`config.mk`:
```
export PLATFORM = sky130hd
export DESIGN_NAME = sio_reg_block
export DESIGN_NICKNAME = d
export VERILOG_FILES = /design/src/rtl/sio_pkg.sv /design/src/rtl/sio_tx_path.sv /design/src/rtl/sio_rx_path.sv /design/src/rtl/sio_ctrl_regs.sv /design/src/rtl/sio_reg_block.sv
export SDC_FILE = /design/constraint.sdc
export NUM_CORES = 1
export LEC_CHECK = 0
export ABC_AREA = 1
export ABC_CLOCK_PERIOD_IN_PS = 2600
export BUFFER_PORTS_ARGS = -buffer_cell sky130_fd_sc_hd__buf_2
export CORE_MARGIN = 1.5
export CORE_UTILIZATION = 55
export DETAILED_ROUTE_END_ITERATION = 10
export PLACE_DENSITY = 0.82
export SLEW_MARGIN = 25
export SYNTH_ARGS = -nofsm -noshare
export SYNTH_HDL_FRONTEND = slang
export SYNTH_HIERARCHICAL = 1
export SYNTH_SLANG_ARGS = --single-unit
```
`constraint.sdc`:
```
create_clock -name clk -period 2.6 [get_ports clk]
set_input_delay 0 -clock clk [delete_from_list [all_inputs] [get_ports clk]]
set_output_delay 0 -clock clk [all_outputs]
set_load 0.05 [all_outputs]
```
`src/rtl/sio_pkg.sv`:
```
package sio_pkg;
  localparam int DW    = 8;
  localparam int OFS_W = 3;
  localparam int DIV_W = 2 * DW;

  typedef enum logic [OFS_W-1:0] {
    OFS_DATA = 3'd0, OFS_IEN = 3'd1, OFS_IID = 3'd2, OFS_LCTL = 3'd3,
    OFS_MCTL = 3'd4, OFS_LSTS = 3'd5, OFS_MSTS = 3'd6, OFS_SCR = 3'd7
  } ofs_e;

  localparam logic [DW-1:0] ID_NONE = 8'h01;
  localparam logic [DW-1:0] ID_TXE  = 8'h02;
  localparam logic [DW-1:0] ID_RXD  = 8'h04;

  localparam int LCTL_DLAB = 7;
  localparam int IEN_RX    = 0;
  localparam int IEN_TX    = 1;
  localparam int MCTL_LOOP = 4;

  function automatic logic [DW-1:0] id_code(logic dr, logic rx_en,
                                           logic pend, logic tx_en);
    if (dr && rx_en)        return ID_RXD;
    else if (pend && tx_en) return ID_TXE;
    else                    return ID_NONE;
  endfunction

  function automatic logic [DW-1:0] loop_status(logic [DW-1:0] mctl);
    return {mctl[3], mctl[2], mctl[0], mctl[1], 4'b0000};
  endfunction

  function automatic logic [DW-1:0] line_status(logic dr, logic thre, logic temt);
    return {1'b0, temt, thre, 4'b0000, dr};
  endfunction
endpackage

```
`src/rtl/sio_tx_path.sv`:
```
module sio_tx_path
  import sio_pkg::*;
(
  input  logic          clk,
  input  logic          rst_n,
  input  logic          thr_wr,
  input  logic [DW-1:0] wdata,
  input  logic          pend_clr,
  input  logic          tx_done,
  output logic          tx_valid,
  output logic [DW-1:0] tx_byte,
  output logic          thre,
  output logic          temt,
  output logic          pend,
  output logic          tx_complete
);
  assign tx_complete = tx_done && tx_valid && !thr_wr;

  always_ff @(posedge clk or negedge rst_n) begin
    if (!rst_n) begin
      tx_valid <= 1'b0;
      tx_byte  <= '0;
      thre     <= 1'b1;
      temt     <= 1'b1;
      pend     <= 1'b0;
    end else if (thr_wr) begin
      tx_valid <= 1'b1;
      tx_byte  <= wdata;
      thre     <= 1'b0;
      temt     <= 1'b0;
      pend     <= 1'b0;
    end else if (tx_complete) begin
      tx_valid <= 1'b0;
      thre     <= 1'b1;
      temt     <= 1'b1;
      pend     <= 1'b1;
    end else if (pend_clr) begin
      pend     <= 1'b0;
    end
  end

  // a transmit write takes the holding register and starts the handshake
  p_wr_starts_r4: assert property (@(posedge clk) disable iff (!rst_n)
    thr_wr |=> (tx_valid && !thre && !temt && !pend));
  // completion frees the holding register and raises the pending flag
  p_done_frees_r5: assert property (@(posedge clk) disable iff (!rst_n)
    tx_complete |=> (!tx_valid && thre && temt && pend));
  // a done pulse with nothing in flight changes nothing
  p_idle_done_r5: assert property (@(posedge clk) disable iff (!rst_n)
    (tx_done && !tx_valid && !thr_wr && !pend_clr) |=> ($stable(thre) && $stable(pend) && !tx_valid));
  // the offered byte holds while waiting
  p_byte_hold_r4: assert property (@(posedge clk) disable iff (!rst_n)
    (tx_valid && !thr_wr) |=> $stable(tx_byte));
endmodule

```
`src/rtl/sio_rx_path.sv`:
```
module sio_rx_path
  import sio_pkg::*;
(
  input  logic          clk,
  input  logic          rst_n,
  input  logic          rx_strobe,
  input  logic [DW-1:0] rx_byte,
  input  logic          rbr_rd,
  output logic          dr,
  output logic [DW-1:0] rbr
);
  always_ff @(posedge clk or negedge rst_n) begin
    if (!rst_n) begin
      dr  <= 1'b0;
      rbr <= '0;
    end else if (rx_strobe) begin
      dr  <= 1'b1;
      rbr <= rx_byte;
    end else if (rbr_rd) begin
      dr  <= 1'b0;
    end
  end

  // arrival sets data ready, a read of the byte clears it
  p_rx_sets_r8: assert property (@(posedge clk) disable iff (!rst_n)
    rx_strobe |=> dr);
  p_rd_clears_r8: assert property (@(posedge clk) disable iff (!rst_n)
    (rbr_rd && !rx_strobe) |=> !dr);
endmodule

```
`src/rtl/sio_ctrl_regs.sv`:
```
module sio_ctrl_regs
  import sio_pkg::*;
(
  input  logic             clk,
  input  logic             rst_n,
  input  logic             wr,
  input  logic [OFS_W-1:0] ofs,
  input  logic [DW-1:0]    wdata,
  input  logic [DW-1:0]    msts_in,
  output logic [DW-1:0]    ien,
  output logic [DW-1:0]    lctl,
  output logic [DW-1:0]    mctl,
  output logic [DW-1:0]    scr,
  output logic [DW-1:0]    msts,
  output logic [DIV_W-1:0] div
);
  logic dlab;
  assign dlab = lctl[LCTL_DLAB];

  always_ff @(posedge clk or negedge rst_n) begin
    if (!rst_n) msts <= '0;
    else        msts <= msts_in;
  end

  always_ff @(posedge clk or negedge rst_n) begin
    if (!rst_n) begin
      ien  <= '0;
      lctl <= '0;
      mctl <= '0;
      scr  <= '0;
      div  <= '0;
    end else if (wr) begin
      case (ofs_e'(ofs))
        OFS_DATA: if (dlab) div[DW-1:0] <= wdata;
        OFS_IEN:  if (dlab) div[DIV_W-1:DW] <= wdata;
                  else      ien <= {4'b0000, wdata[3:0]};
        OFS_LCTL: lctl <= wdata;
        OFS_MCTL: mctl <= {3'b000, wdata[4:0]};
        OFS_SCR:  scr  <= wdata;
        default: ;
      endcase
    end
  end

  // the upper half of interrupt enable never holds a one
  p_ien_upper_r11: assert property (@(posedge clk) disable iff (!rst_n)
    ien[DW-1:4] == '0);
  // the divisor changes only through a latch-access write
  p_div_gate_r3: assert property (@(posedge clk) disable iff (!rst_n)
    !(wr && dlab) |=> $stable(div));
endmodule

```
`src/rtl/sio_reg_block.sv`:
```
module sio_reg_block
  import sio_pkg::*;
#(
  parameter int BUS_AW = 8
) (
  input  logic              clk,
  input  logic              rst_n,
  input  logic [BUS_AW-1:0] bus_addr,
  input  logic [7:0]        bus_wdata,
  input  logic              bus_wr,
  input  logic              bus_rd,
  output logic [7:0]        bus_rdata,
  output logic              irq,
  output logic              tx_valid,
  output logic [7:0]        tx_byte,
  input  logic              tx_done,
  input  logic              rx_strobe,
  input  logic [7:0]        rx_byte,
  input  logic [7:0]        modem_status,
  output logic [3:0]        modem_ctrl,
  output logic [15:0]       divisor,
  output logic [7:0]        line_ctrl
);
  logic [OFS_W-1:0] ofs;
  logic [DW-1:0]    ien, lctl, mctl, scr, msts, rbr, iid;
  logic [DIV_W-1:0] div;
  logic             dlab, dr, thre, temt, pend, tx_complete;
  logic             thr_wr, rbr_rd, iid_rd, pend_clr;

  assign ofs      = bus_addr[OFS_W-1:0];
  assign dlab     = lctl[LCTL_DLAB];
  assign thr_wr   = bus_wr && (ofs == OFS_DATA) && !dlab;
  assign rbr_rd   = bus_rd && (ofs == OFS_DATA) && !dlab;
  assign iid_rd   = bus_rd && (ofs == OFS_IID);
  assign iid      = id_code(dr, ien[IEN_RX], pend, ien[IEN_TX]);
  assign pend_clr = iid_rd && (iid[2:0] == ID_TXE[2:0]);
  assign irq      = !iid[0];

  sio_ctrl_regs u_ctrl (
    .clk(clk), .rst_n(rst_n), .wr(bus_wr), .ofs(ofs), .wdata(bus_wdata),
    .msts_in(modem_status), .ien(ien), .lctl(lctl), .mctl(mctl),
    .scr(scr), .msts(msts), .div(div)
  );

  sio_tx_path u_tx (
    .clk(clk), .rst_n(rst_n), .thr_wr(thr_wr), .wdata(bus_wdata),
    .pend_clr(pend_clr), .tx_done(tx_done), .tx_valid(tx_valid),
    .tx_byte(tx_byte), .thre(thre), .temt(temt), .pend(pend),
    .tx_complete(tx_complete)
  );

  sio_rx_path u_rx (
    .clk(clk), .rst_n(rst_n), .rx_strobe(rx_strobe), .rx_byte(rx_byte),
    .rbr_rd(rbr_rd), .dr(dr), .rbr(rbr)
  );

  always_comb begin
    case (ofs_e'(ofs))
      OFS_DATA: bus_rdata = dlab ? div[DW-1:0] : rbr;
      OFS_IEN:  bus_rdata = dlab ? div[DIV_W-1:DW] : ien;
      OFS_IID:  bus_rdata = iid;
      OFS_LCTL: bus_rdata = lctl;
      OFS_MCTL: bus_rdata = mctl;
      OFS_LSTS: bus_rdata = line_status(dr, thre, temt);
      OFS_MSTS: bus_rdata = mctl[MCTL_LOOP] ? loop_status(mctl) : msts;
      default:  bus_rdata = scr;
    endcase
  end

  assign modem_ctrl = mctl[3:0];
  assign divisor    = div;
  assign line_ctrl  = lctl;

  // identification always carries exactly one of the three codes
  p_iid_code_r6: assert property (@(posedge clk) disable iff (!rst_n)
    $onehot(iid[2:0]) && (iid[DW-1:3] == '0));
  // a read reporting transmit-empty removes that source
  p_iid_clear_r7: assert property (@(posedge clk) disable iff (!rst_n)
    (pend_clr && !tx_complete) |=> !pend);
  // a read reporting receive data keeps the transmit source
  p_iid_keep_r7: assert property (@(posedge clk) disable iff (!rst_n)
    (iid_rd && (iid[2:0] == ID_RXD[2:0]) && !thr_wr) |=> $stable(pend));
  // latch-access writes to offset 0 never reach the transmitter
  p_dlab_no_tx_r3: assert property (@(posedge clk) disable iff (!rst_n)
    (bus_wr && dlab && (ofs == OFS_DATA) && !tx_valid) |=> !tx_valid);
endmodule

```
Word level (Yosys, flattened, before mapping):

Index checks and enable logic that the tools add are counted.

* reductions and logical operators: 23
* bitwise logic cells: 1
* equality and inequality tests: 8
* mux-type cells: 15

Operator list (count)
* $pmux 8 s7: 1
* $mux 8: 3
* $eq 3x3->1 const B: 4
* $logic_and 1x1->1: 10
* $eq 3x2->1 const B: 3
* $mux 1: 9
* $reduce_and 3->1: 3
* $reduce_and 2->1: 3
* $reduce_bool 2->1: 2
* $eq 3x1->1 const B: 1
* $logic_not 1->1: 3
* $logic_not 3->1: 1
* $mux 3: 1
* $reduce_bool 3->1: 1
* $mux 2: 1
* $not 1->1: 1

* register bits: 69
* bits of input ports: 38
* output and inout port bits: 46
* word-level logic and storage cells: 60

Logic depth before layout (Yosys ltp):

* word-level depth: 8
* gate-level depth with buffers: 10
* depth with buffers taken out: 8

By module:

Netlist, hierarchy kept.

Modules (own cells, without submodules)
* sio_ctrl_regs: seq. area each 1226.2 um^2, cells an instance 198, instances 1, area an instance 1883.1 um^2
* sio_reg_block: seq. area each 0.0 um^2, cells an instance 185, instances 1, area an instance 774.5 um^2
* sio_tx_path: seq. area each 276.5 um^2, cells an instance 48, instances 1, area an instance 432.9 um^2
* sio_rx_path: seq. area each 225.2 um^2, cells an instance 38, instances 1, area an instance 341.6 um^2

Worst setup path before layout:

No wires, ideal clock.

* path kind: register to output
* from: reg u_ctrl.lctl[7]
* to: out bus_rdata[5]
* cell stages (with the launch flop): 9
* buffers on the path: 2
* data arrival time: 1781 ps
* setup slack: 819 ps
* data required time: 2600 ps
* cells stage by stage: dfrtp_1 -> buf_2 -> buf_2 -> nand2_1 -> nand2_1 -> nand2_1 -> nand2_1 -> inv_2 -> nand3_1

* cells in the longest elaborated chain, start to end: 2
* elaborated cells between the ends (all ways): 3
* classes of those cells: 3 x mux

Ends and longest elaborated chain
* from (decl): RTL line sio_ctrl_regs.sv:11 `output logic [DW-1:0] lctl,`
* from (signal assigned): RTL line sio_ctrl_regs.sv:37 `OFS_LCTL: lctl <= wdata;`
* $mux 8 (on tied branches): RTL line sio_reg_block.sv:60, sio_reg_block.sv:59
* $pmux 8 s7 *: RTL line sio_reg_block.sv:58 `case (ofs_e'(ofs))`
* to (decl): RTL line sio_reg_block.sv:12 `output logic [7:0] bus_rdata,`

Mark *: on every way between the ends. The rest lies on a longest branch, timed or not.

Worst setup path in the final report:

* from: reg u_ctrl.lctl[7]
* to: out bus_rdata[2]

The elaborated chain is that of the path after synthesis.

==> run_results.csv <==
group,metric,value,unit
sta,slew_viol_final,0,
grt,busiest_layer,"met2",
status,outcome,"completed",
grt,use_met1,41.30,%
sta,finalHoldViolations,0,
routing,viasPerCell,5.281,
critical_path,end_kind,"primary output",
clocking,post_cts_buffers,0,
worst_hold_path,min_path_type,"in2reg",
routing,vias,3491,
sta,finalSetupViolations,0,
grt,antenna_found_initial,0,
critical_path,reg2reg_slack,0.83,ns
floorplan,start_util,57.56,%
power,leakage,2.441,nW
yosys,yosys_warnings,6,
clocking,cts_buffers,9,
critical_path,crit_fanout,16,
sta,post-route-period-util,85.25,%
critical_path,reg2reg_from,"u_ctrl/lctl[7]",
floorplan,die_w,81.95,um
finish,fin_nets,619,
yosys,synth_area,3428,um2
grt,grt_pass1_vias,3285,
floorplan,rows,28,
routing,routedWlPerCell,14.93,um
finish,syn2layout_area_growth,27.12,%
placed_design,port_buffers,78,
critical_path,crit_path_start_kind,"register",
sta,fin_skew,0.005641,ns
power,powerDensity,815.7,nW/um2
critical_path,worst_r2r_endpoint,"u_tx/pend",
grt,use_met3,8.667,%
clocking,path_clk_slew,0.07,ns
clocking,numClockSinks,69,
grt,grt-ovfl-total,0,
critical_path,critical_path_arrival,2.22,ns
floorplan,dieArea,6716,um2
clocking,clock_latency,0.36,ns
critical_path,critPathRequiredTime,2.60,ns
critical_path,reg2reg_depth,4,
routing,drtIter0Drc,280,
floorplan,top_level_ports,84,
sta,worst_slew_pin_slew,0.7876,ns
power,total_power,0.003555,W
routing,first_pass_iters,5,
routing,ant_nets,0,
power,ir_worst_vdd,0.0005158,V
finish,drive_above_1_share,19.11,%
grt,grt_use_met2,51.07,%
grt,grt_max_degree,28,
flow_run,cap_violations,0,
routing,routed_wl,9870,um
clocking,cts-root-buf,"clkbuf_8",
grt,track_usage,32.01,%
sta,relSlewSlack,47.30,%
sta,totalNegativeSetupSlack,0,ns
finish,final_cell_mix,"nand2_1, buf_2, dfrtp_1, nand3_1, dlygate4sd3_1",
placed_design,hpwl,6404,um
placed_design,gp_congestion,0.8970,
floorplan,die_h,81.95,um
critical_path,startpoint,"u_ctrl/lctl[7]",
clocking,htree_levels,3,
floorplan,core_area,5956,um2
sta,fmaxAchievable,0.4512,GHz
finish,antenna_cells,0,
critical_path,crit_type,"reg2out",
clocking,clockBufferDepth,2,
critical_path,endpoint,"bus_rdata[2]",
finish,final_common_cell,"nand2_1",
routing,drc,0,
yosys,syn_inst,468,
sta,rsz0062_at_grt,"no",
yosys,syn_area_per_cell,7.325,um2
grt,grt_pass1_wl,15620,um
clocking,cts_tree,"done",
sta,period_minus_slack,2.216,ns
==> per-stage QoR <==
| stage | setup WS, ns | hold WS [ns] | utilization [%] | instance area [um2] | std cells |
|---|---|---|---|---|---|
| after global placement | 0.7734 | -0.01836 | 64.24 | 3826 | 611 |
| after global routing | 0.2486 | 0.09091 | 73.17 | 4358 | 661 |
| after CTS | 0.4474 | 0.03312 | 73.17 | 4358 | 661 |
| after floorplan | 0.8191 | -0.2956 | - | 3451 | 474 |
| final | 0.3836 | 0.07472 | 73.17 | 4358 | 661 |
| after detailed placement | 0.7336 | -0.01284 | 64.24 | 3826 | 611 |
==> report_power, final <==
group          internal (W)  total [W]  switching, W
registers           0.00127    0.00144      0.000162
clock network      0.000441   0.000863      0.000422
logic              0.000300    0.00126      0.000957
total               0.00201    0.00355       0.00154
==> critical path: stages (launching register included) <==
cell and delay, ns:
dfrtp_1 0.57, inv_1 0.46, nand2_1 0.13, a21oi_1 0.25, nor2_1 0.12, nand3_1 0.07
buf_2 0.26
==> state kept, by name, indices dropped and copies added (netlist names) <==
| signal | count |
|---|---|
| u_tx/temt | 1 |
| u_tx/tx_byte | 8 |
| u_tx/tx_valid | 1 |
| u_rx/rbr | 8 |
| u_ctrl/ien | 4 |
| u_tx/pend | 1 |
| u_rx/dr | 1 |
| u_ctrl/msts | 8 |
| u_ctrl/scr | 8 |
| u_ctrl/mctl | 5 |
| u_ctrl/div | 16 |
| u_ctrl/lctl | 8 |
==> timing repair <==
| item | in CTS | in global routing |
|---|---|---|
| endpoints found under the hold margin | 81 | 0 |
| resized for setup | 0 | 0 |
| hold buffers | 34 | 0 |
| endpoints found under the setup margin | 0 | 0 |
==> worst min-delay path by stage <==
stage | from | end | slack (ns) | cells past startpoint
finish | rx_strobe | u_rx/dr | 0.07 | 3
global route | bus_rd | u_rx/dr | 0.09 | 6
CTS | rx_strobe | u_rx/dr | 0.03 | 3
detailed placement | rst_n | u_ctrl/div[13] | -0.01 | 1
global placement | rst_n | u_ctrl/div[12] | -0.02 | 1
floorplan | rst_n | u_ctrl/div[0] | -0.30 | 0
==> routing by layer <==
layer	routed length [um]	up-vias	part of all wire [%]
met5	0	-	0
met4	315	0	3.2
met3	755	36	7.6
met2	4590	158	47
met1	4210	1624	43
li1	-	1673	-
==> layout make-up <==
| type | instances | area (um2) |
|---|---|---|
| flip-flops and latches | 69 | 1728 |
| fillers | 475 | 1598 |
| multi-input cells | 356 | 1479 |
| repair buffers | 115 | 753.2 |
| clock buffers | 10 | 127.6 |
| inverters | 30 | 112.6 |
| well taps | 75 | 93.84 |
| clock inverters | 6 | 63.81 |
No activity file was read; power rests on OpenSTA's default activity.
